<file path="src/rtl/pfd_pkg.sv">
package pfd_pkg;

   // One bit per compared input, used for edge and flag pairs.
   typedef struct packed {
      logic refp;
      logic fbp;
   } pfd_pair_t;

   localparam int unsigned PFD_DLY_W_DEF  = 4;
   localparam int unsigned PFD_STAGES_DEF = 2;

   function automatic logic pair_both(input pfd_pair_t p);
      return p.refp & p.fbp;
   endfunction

endpackage

</file>
<file path="src/rtl/pfd_edge_sync.sv">
module pfd_edge_sync #(
   parameter int unsigned STAGES      = 2,
   parameter bit          PRIME_FIRST = 1'b1
) (
   input  logic clk,
   input  logic rst_n,
   input  logic d_in,
   output logic rise_o
);

   // Primed: the chain resets low, so a level already high counts as an edge.
   // Unprimed: the chain resets high, so only a real low-to-high change counts.
   localparam logic RST_LVL = PRIME_FIRST ? 1'b0 : 1'b1;

   logic [STAGES-1:0] chain;
   logic              last_q;

   if (STAGES < 2) begin : g_bad_stages
      $error("pfd_edge_sync: STAGES must be at least 2");
   end

   for (genvar i = 0; i < STAGES; i++) begin : g_stage
      if (i == 0) begin : g_first
         always_ff @(posedge clk or negedge rst_n) begin
            if (!rst_n) chain[0] <= RST_LVL;
            else        chain[0] <= d_in;
         end
      end else begin : g_next
         always_ff @(posedge clk or negedge rst_n) begin
            if (!rst_n) chain[i] <= RST_LVL;
            else        chain[i] <= chain[i-1];
         end
      end
   end

   always_ff @(posedge clk or negedge rst_n) begin
      if (!rst_n) last_q <= RST_LVL;
      else        last_q <= chain[STAGES-1];
   end

   assign rise_o = chain[STAGES-1] & ~last_q;

endmodule

</file>
<file path="src/rtl/pfd_phase_latch.sv">
module pfd_phase_latch
   import pfd_pkg::*;
(
   input  logic      clk,
   input  logic      rst_n,
   input  pfd_pair_t rise_i,
   input  logic      clr_i,
   output pfd_pair_t flag_o,
   output logic      lead_o,
   output logic      lag_o
);

   pfd_pair_t flag_q;
   logic      lead_q;
   logic      lag_q;

   // A rise while the flag is already set changes nothing, so one pending edge per side.
   always_ff @(posedge clk or negedge rst_n) begin
      if (!rst_n) begin
         flag_q <= '0;
         lead_q <= 1'b0;
         lag_q  <= 1'b0;
      end else begin
         flag_q.refp <= rise_i.refp | (flag_q.refp & ~clr_i);
         flag_q.fbp  <= rise_i.fbp  | (flag_q.fbp  & ~clr_i);
         lead_q      <= flag_q.refp & ~flag_q.fbp  & rise_i.fbp;
         lag_q       <= flag_q.fbp  & ~flag_q.refp & rise_i.refp;
      end
   end

   assign flag_o = flag_q;
   assign lead_o = lead_q;
   assign lag_o  = lag_q;

endmodule

</file>
<file path="src/rtl/pfd_clear_timer.sv">
module pfd_clear_timer
   import pfd_pkg::*;
#(
   parameter int unsigned DLY_W = 4
) (
   input  logic             clk,
   input  logic             rst_n,
   input  pfd_pair_t        flag_i,
   input  logic [DLY_W-1:0] dly_i,
   output logic             clr_o
);

   logic [DLY_W-1:0] cnt_q;
   logic             both;

   if (DLY_W < 1) begin : g_bad_w
      $error("pfd_clear_timer: DLY_W must be at least 1");
   end

   assign both  = pair_both(flag_i);
   assign clr_o = both & (cnt_q == dly_i);

   always_ff @(posedge clk or negedge rst_n) begin
      if (!rst_n)              cnt_q <= '0;
      else if (clr_o || !both) cnt_q <= '0;
      else                     cnt_q <= cnt_q + 1'b1;
   end

endmodule

</file>
<file path="src/rtl/pfd_delayed_clear.sv">
module pfd_delayed_clear
   import pfd_pkg::*;
#(
   parameter int unsigned DLY_W       = PFD_DLY_W_DEF,
   parameter int unsigned STAGES      = PFD_STAGES_DEF,
   parameter bit          PRIME_FIRST = 1'b1
) (
   input  logic             clk,
   input  logic             rst_n,
   input  logic             ref_in,
   input  logic             fb_in,
   input  logic [DLY_W-1:0] clr_dly,
   output logic             up,
   output logic             dn,
   output logic             lead_stb,
   output logic             lag_stb
);

   pfd_pair_t rise;
   pfd_pair_t flag;
   logic      clr;

   pfd_edge_sync #(.STAGES(STAGES), .PRIME_FIRST(PRIME_FIRST)) u_ref_sync (
      .clk(clk), .rst_n(rst_n), .d_in(ref_in), .rise_o(rise.refp)
   );

   pfd_edge_sync #(.STAGES(STAGES), .PRIME_FIRST(PRIME_FIRST)) u_fb_sync (
      .clk(clk), .rst_n(rst_n), .d_in(fb_in), .rise_o(rise.fbp)
   );

   pfd_phase_latch u_latch (
      .clk(clk), .rst_n(rst_n), .rise_i(rise), .clr_i(clr),
      .flag_o(flag), .lead_o(lead_stb), .lag_o(lag_stb)
   );

   pfd_clear_timer #(.DLY_W(DLY_W)) u_timer (
      .clk(clk), .rst_n(rst_n), .flag_i(flag), .dly_i(clr_dly), .clr_o(clr)
   );

   assign up = flag.refp;
   assign dn = flag.fbp;


   up_hold_chk: assert property (@(posedge clk) disable iff (!rst_n)
      (up && !dn) |=> up);


   dn_hold_chk: assert property (@(posedge clk) disable iff (!rst_n)
      (dn && !up) |=> dn);


   joint_clear_chk: assert property (@(posedge clk) disable iff (!rst_n)
      (up && dn && clr && !rise.refp && !rise.fbp) |=> (!up && !dn));


   lead_in_overlap_chk: assert property (@(posedge clk) disable iff (!rst_n)
      lead_stb |-> (up && dn));


   lag_in_overlap_chk: assert property (@(posedge clk) disable iff (!rst_n)
      lag_stb |-> (up && dn));


   lead_single_chk: assert property (@(posedge clk) disable iff (!rst_n)
      lead_stb |=> !lead_stb);


   lag_single_chk: assert property (@(posedge clk) disable iff (!rst_n)
      lag_stb |=> !lag_stb);

endmodule

</file>
<file path="config.mk">
export PLATFORM = sky130hd
export DESIGN_NAME = pfd_delayed_clear
export DESIGN_NICKNAME = d
export VERILOG_FILES = /design/src/rtl/pfd_pkg.sv /design/src/rtl/pfd_edge_sync.sv /design/src/rtl/pfd_phase_latch.sv /design/src/rtl/pfd_clear_timer.sv /design/src/rtl/pfd_delayed_clear.sv
export SDC_FILE = /design/constraint.sdc
export NUM_CORES = 1
export LEC_CHECK = 0
export BUFFER_PORTS_ARGS = -buffer_cell sky130_fd_sc_hd__clkbuf_2
export CORE_AREA = 2 2 39 41
export DETAILED_ROUTE_END_ITERATION = 7
export DIE_AREA = 0 0 41 43
export PLACE_DENSITY = 0.66
export SKIP_CTS_REPAIR_TIMING = 1
export SYNTH_ARGS = -nofsm -noshare
export SYNTH_HDL_FRONTEND = slang
export SYNTH_SLANG_ARGS = --single-unit
</file>
<file path="constraint.sdc">
create_clock -name clk -period 1.6 [get_ports clk]
set_clock_uncertainty 0.2 [all_clocks]
set_input_delay 0.08 -clock clk [delete_from_list [all_inputs] [get_ports clk]]
set_output_delay 0.08 -clock clk [all_outputs]
set_load 0.05 [all_outputs]
</file>
==> impl_metrics.py, run 1 <==
metrics = {
    "run_status": {
        "status": "complete, no violations",
    },
    "cts": {
        "cts_tree": "done",
        "cts-root-buf": "clkbuf_4",
        "ctsHtreeMaxLevel": 1,
        "clock_path_buffers": 2,
        "cts_sinks": 14,
        "insertion_delay_ns": 0.27,
        "cts_made_buffers": 3,
        "clk_pin_slew_ns": 0.08,
    },
    "sta": {
        "hold_viol_final": 0,
        "slew_viol_final": 0,
        "setup_viol": 0,
        "rsz0062_at_grt": "false",
        "max_freq_ghz": 0.6714,
        "worst_pin_slew_ns": 0.3765,
        "setup_tns_ns": 0,
        "layout_min_cycle_time_ns": 1.490,
        "period_share_pct": 93.09,
        "relSlewSlack_pct": 74.71,
    },
    "global_route": {
        "first_global_vias": 297,
        "grt_max_degree": 15,
        "grt_overflow": 0,
        "grt_pass1_wl_um": 1235,
        "antenna_found_initial": 0,
        "gr-usage-all-layers_pct": 11.34,
    },
    "finish": {
        "drive_above_1_share_pct": 29.63,
        "multi_input_area_um2": 170.2,
        "seq_area_um2": 350.3,
        "fill_cells": 131,
        "fin_area_um2": 661.9,
        "area_growth_pct": 27.16,
        "diodes": 0,
        "final_nets": 64,
    },
    "synthesis": {
        "yosysTopAreaCellShare_pct": 67.31,
        "syn_nets": 45,
        "synthCells": 36,
        "yosysWarningCount": 0,
        "synth_area_leaders": "dfrtp_1 (67%), xor2_1 (8.4%), nor3b_1 (4.3%)",
        "netlist_area_um2": 520.5,
        "synth.ff_latch_count": 14,
        "ys_seq_area_share_pct": 67.31,
        "synth_top_area_cell": "dfrtp_1",
        "yosys.cell_types.count": 12,
        "avgSynthCellArea_um2": 14.46,
    },
    "power_and_ir_drop": {
        "power.density_mw_per_mm2": 1666,
        "vdd_drop_max_uv": 690.1,
        "p_leak_nw": 0.3099,
        "power_mw": 1.103,
    },
    "floorplanning": {
        "rows": 14,
        "die_w_um": 41,
        "ios": 12,
        "start_util_pct": 37.61,
        "dieArea_mm2": 0.001763,
        "die_h_um": 43,
        "core_mm2": 0.001384,
    },
    "detailed_routing": {
        "post_drt_wl_per_cell_um": 10.79,
        "vias": 324,
        "final_antenna_net_count": 0,
        "finalWirelength_um": 755,
        "first_pass_iters": 2,
        "via_per_inst": 4.629,
        "drc_errors": 0,
        "drtIter0Drc": 3,
    },
    "worst_hold_path": {
        "hold_class": "primary input to async pin",
    },
    "place": {
        "gp_congestion": 0.6211,
        "dpl.hpwl_um": 531,
        "io_buffers": 11,
        "place_area_um2": 595.6,
    },
    "worst_setup_path": {
        "cp.required_ns": 1.55,
        "critPathArrivalTime_ns": 1.44,
        "crit_type": "flip-flop to flip-flop",
        "cp-end-kind": "flip-flop",
        "startpoint_type": "flip-flop",
        "crit_fanout": 6,
    },
    "job": {
        "cap_violations": 0,
    },
}
## Yosys cell counts
library cell / count
nor2b_1: 2
nand2b_1: 2
dfrtp_1: 14
xnor2_1: 1
nor3b_1: 3
ha_1: 1
xor2_1: 5
nor3_1: 3
nand2_1: 1
nor4_4: 1
nand3_1: 1
a31oi_1: 2
## cells in the final DEF (no fill, tap or decap), types with 2 or more instances in the layout
cell type / n
nand2b_1: 2
nor3b_1: 3
dfrtp_1: 14
clkbuf_2: 11
clkbuf_4: 3
nor2b_1: 2
dlygate4sd3_1: 3
a31oi_1: 2
xor2_1: 5
nor3_1: 3
## logic make-up after synthesis
kind of cell,count (synthesis),share of synthesized area (%)
flops,14,67.31
compound gates,2,2.403
fa+ha+maj,1,2.403
simple gates,13,17.78
xor+xnor,6,10.10
## cell type report
cell class / count / share of cell area (%)
tap: 16 / 3.025
timing repair buffer: 14 / 12.85
sequential: 14 / 52.93
clock buffer: 4 / 5.482
multi-input combinational: 22 / 25.71
## registers in the layout, indices dropped and copies added (netlist names)
register           count
u_fb_sync.chain        2
u_fb_sync.last_q       1
u_latch.flag_o         2
u_latch.lag_o          1
u_latch.lead_o         1
u_ref_sync.chain       2
u_ref_sync.last_q      1
u_timer.cnt_q          4
## per-stage QoR
stage / instances / setup WS (ns) / utilization [%] / hold slack, ns
CTS: 67 / 0.09716 / 45.66 / -0.5059
global route: 70 / 0.0002951 / 47.83 / 0.04656
floorplan: 36 / 0.1914 / - / -0.4156
finish: 70 / 0.1105 / 47.83 / 0.02997
detailed placement: 63 / 0.1120 / 43.04 / -0.1971
global placement: 63 / 0.1393 / 43.04 / -0.2019
## report_power, final
part           internal (mW)  total (mW)  switching [mW]
registers              0.432       0.509          0.0775
clock network          0.138       0.246           0.108
logic                  0.131       0.348           0.217
total                  0.701        1.10           0.402
## worst paths after layout
path / startpoint / end / slack [ns] / cells after the start
max: u_timer.cnt_q[1] / u_latch.flag_o[0] / 0.11 / 3
min: rst_n / u_latch.lead_o / 0.03 / 2
max reg2reg: u_timer.cnt_q[1] / u_latch.flag_o[0] / 0.11 / 3
min reg2reg: u_ref_sync.chain[0] / u_ref_sync.chain[1] / 0.16 / 0
max in group asynchronous: rst_n / u_timer.cnt_q[0] / 0.91 / 2
min in group clk: u_ref_sync.chain[0] / u_ref_sync.chain[1] / 0.16 / 0
## metal layers
metal	share of wire, %	up-vias	routed length, um	track usage [%]
met4	1.1	0	8	8.000
li1	-	160	-	-
met2	46	14	350	13.13
met5	0	-	0	0
met1	44	148	332	14.29
met3	8.5	2	64	7.853
## critical path: stages, from the launching register on
cell	delay, ns
dfrtp_1	0.41
xor2_1	0.19
nor4_4	0.42
a31oi_1	0.13
No activity file was read; power rests on OpenSTA's default activity.
==> run 2, diff against run 1 <==
clock period = 1.8 ns   (was 1.6 ns; I/O delays follow)
==> run 2 against run 1 <==
Against the previous run: clock-buffer cell count fell by 1; non-clock buffer count did not move; fmax fell by 0.33%; sequential share of layout area rose by 1.1 points; via count fell by 1.5%; flip-flop and latch count did not move; critical path depth did not move; combinational power fell by 9.8%; critical endpoint unchanged; core utilization fell by 0.99 points; die area did not move; sequential power fell by 11%; largest power group unchanged.
==> impl_metrics.py, run 2 (same netlist as run 1, synthesis figures left out) <==
metrics = {
    "finish": {
        "drive_above_1_share_pct": 28.30,
        "final_cell_mix": "dfrtp_1 (14), clkbuf_2 (11), xor2_1 (5)",
        "multi_input_area_um2": 170.2,
        "diodes": 0,
        "area_growth_pct": 24.52,
        "fill_cells": 133,
        "largest_reg_flops": 4,
        "final_cell_count_no_fill": 69,
        "final_common_cell": "dfrtp_1",
        "fin_area_um2": 648.1,
        "final_nets": 64,
        "seq_area_um2": 350.3,
        "top_register": "u_timer.cnt_q",
        "fin_util_pct": 46.84,
    },
    "place": {
        "dp.cells": 63,
        "dpl.hpwl_um": 562.6,
        "io_buffers": 11,
        "gp_congestion": 0.6209,
        "place_ws_ns": 0.3037,
        "place_area_um2": 595.6,
    },
    "worst_setup_path": {
        "r2r_slack_ns": 0.31,
        "startpoint_type": "flip-flop",
        "reg2regPathDepth": 3,
        "crit_path_cell_trace": "xor2_1 -> nor4_4 -> a31oi_1",
        "cp.required_ns": 1.74,
        "crit_fanout": 6,
        "crit_slowest_cell": "dfrtp_1",
        "critPathArrivalTime_ns": 1.44,
        "crit_type": "flip-flop to flip-flop",
        "reg2reg_to": "u_latch.flag_o[0]",
        "rr_startpoint": "u_timer.cnt_q[0]",
        "cp-end-kind": "flip-flop",
        "cp_slowest_stage_delay_ns": 0.42,
    },
    "detailed_routing": {
        "post_drt_wl_per_cell_um": 11.33,
        "vias": 319,
        "final_antenna_net_count": 0,
        "via_per_inst": 4.623,
        "drc_errors": 0,
        "finalWirelength_um": 782,
        "drtIter0Drc": 1,
        "first_pass_iters": 2,
    },
    "sta": {
        "slew_viol_final": 0,
        "setup_tns_ns": 0,
        "rsz0062_at_grt": "false",
        "holdWs_ns": 0.04159,
        "period_share_pct": 83.02,
        "fin_ws_ns": 0.3056,
        "max_freq_ghz": 0.6692,
        "hold_viol_final": 0,
        "setup_viol": 0,
        "worst_pin_slew_ns": 0.3778,
        "relSlewSlack_pct": 74.62,
        "layout_min_cycle_time_ns": 1.494,
    },
    "global_route": {
        "grt_use_met1_pct": 15.99,
        "grtUsageMet3_pct": 4.712,
        "grt_overflow": 0,
        "first_global_vias": 299,
        "antenna_found_initial": 0,
        "gr-usage-all-layers_pct": 11.64,
        "grt_pass1_wl_um": 1283,
        "grt_busiest_layer": "met1",
        "grt_max_degree": 15,
        "use_met2_pct": 13.44,
    },
    "cts": {
        "cts_sinks": 14,
        "cts_made_buffers": 3,
        "clk_pin_slew_ns": 0.08,
        "cts-root-buf": "clkbuf_4",
        "cts_tree": "done",
        "insertion_delay_ns": 0.27,
        "ctsHtreeMaxLevel": 1,
        "clock_path_buffers": 2,
    },
    "power_and_ir_drop": {
        "power.density_mw_per_mm2": 1445,
        "power_mw": 0.9368,
        "vdd_drop_max_uv": 477.4,
        "p_leak_nw": 0.3027,
    },
    "floorplanning": {
        "ios": 12,
        "rows": 14,
        "dieArea_mm2": 0.001763,
        "core_mm2": 0.001384,
        "die_h_um": 43,
        "start_util_pct": 37.61,
        "die_w_um": 41,
    },
    "job": {
        "cap_violations": 0,
    },
    "worst_hold_path": {
        "hold_class": "primary input to async pin",
    },
    "run_status": {
        "status": "complete, no violations",
    },
}
-- run 2: worst max-delay path by stage --
stage | startpoint | endpoint | slack, ns | depth (start not counted)
global placement | u_timer.cnt_q[1] | u_latch.flag_o[1] | 0.34 | 3
floorplan | u_timer.cnt_q[1] | u_latch.flag_o[0] | 0.39 | 3
finish | u_timer.cnt_q[0] | u_latch.flag_o[0] | 0.31 | 3
global route | u_timer.cnt_q[1] | u_latch.flag_o[0] | 0.20 | 3
CTS | u_timer.cnt_q[1] | u_latch.flag_o[0] | 0.29 | 3
detailed placement | u_timer.cnt_q[1] | u_latch.flag_o[0] | 0.30 | 3
-- run 2: layout make-up --
cell class                 count  share of cell area [%]
tap                           16                   3.089
clock buffer                   3                   3.475
multi-input combinational     22                   26.25
sequential                    14                   54.05
timing repair buffer          14                   13.13
-- run 2: routing by layer --
layer	vias to the layer above	routed length (um)
li1	160	-
met1	143	350
met2	12	360
met3	4	45
met4	0	26
met5	-	0
-- run 2: power by group --
part	internal, mW	total (mW)	switching, mW
Sequential	0.384	0.452	0.0679
Clock	0.0775	0.171	0.0931
Combinational	0.117	0.314	0.197
-- run 2: worst max-delay path: cells and delay by family (launching register included) --
kind	cells	cell delay, ns
AOI/OAI and AO/OA	1	0.14
xor gates and xnor gates	1	0.20
DFF	1	0.42
and+or+nand+nor	1	0.41
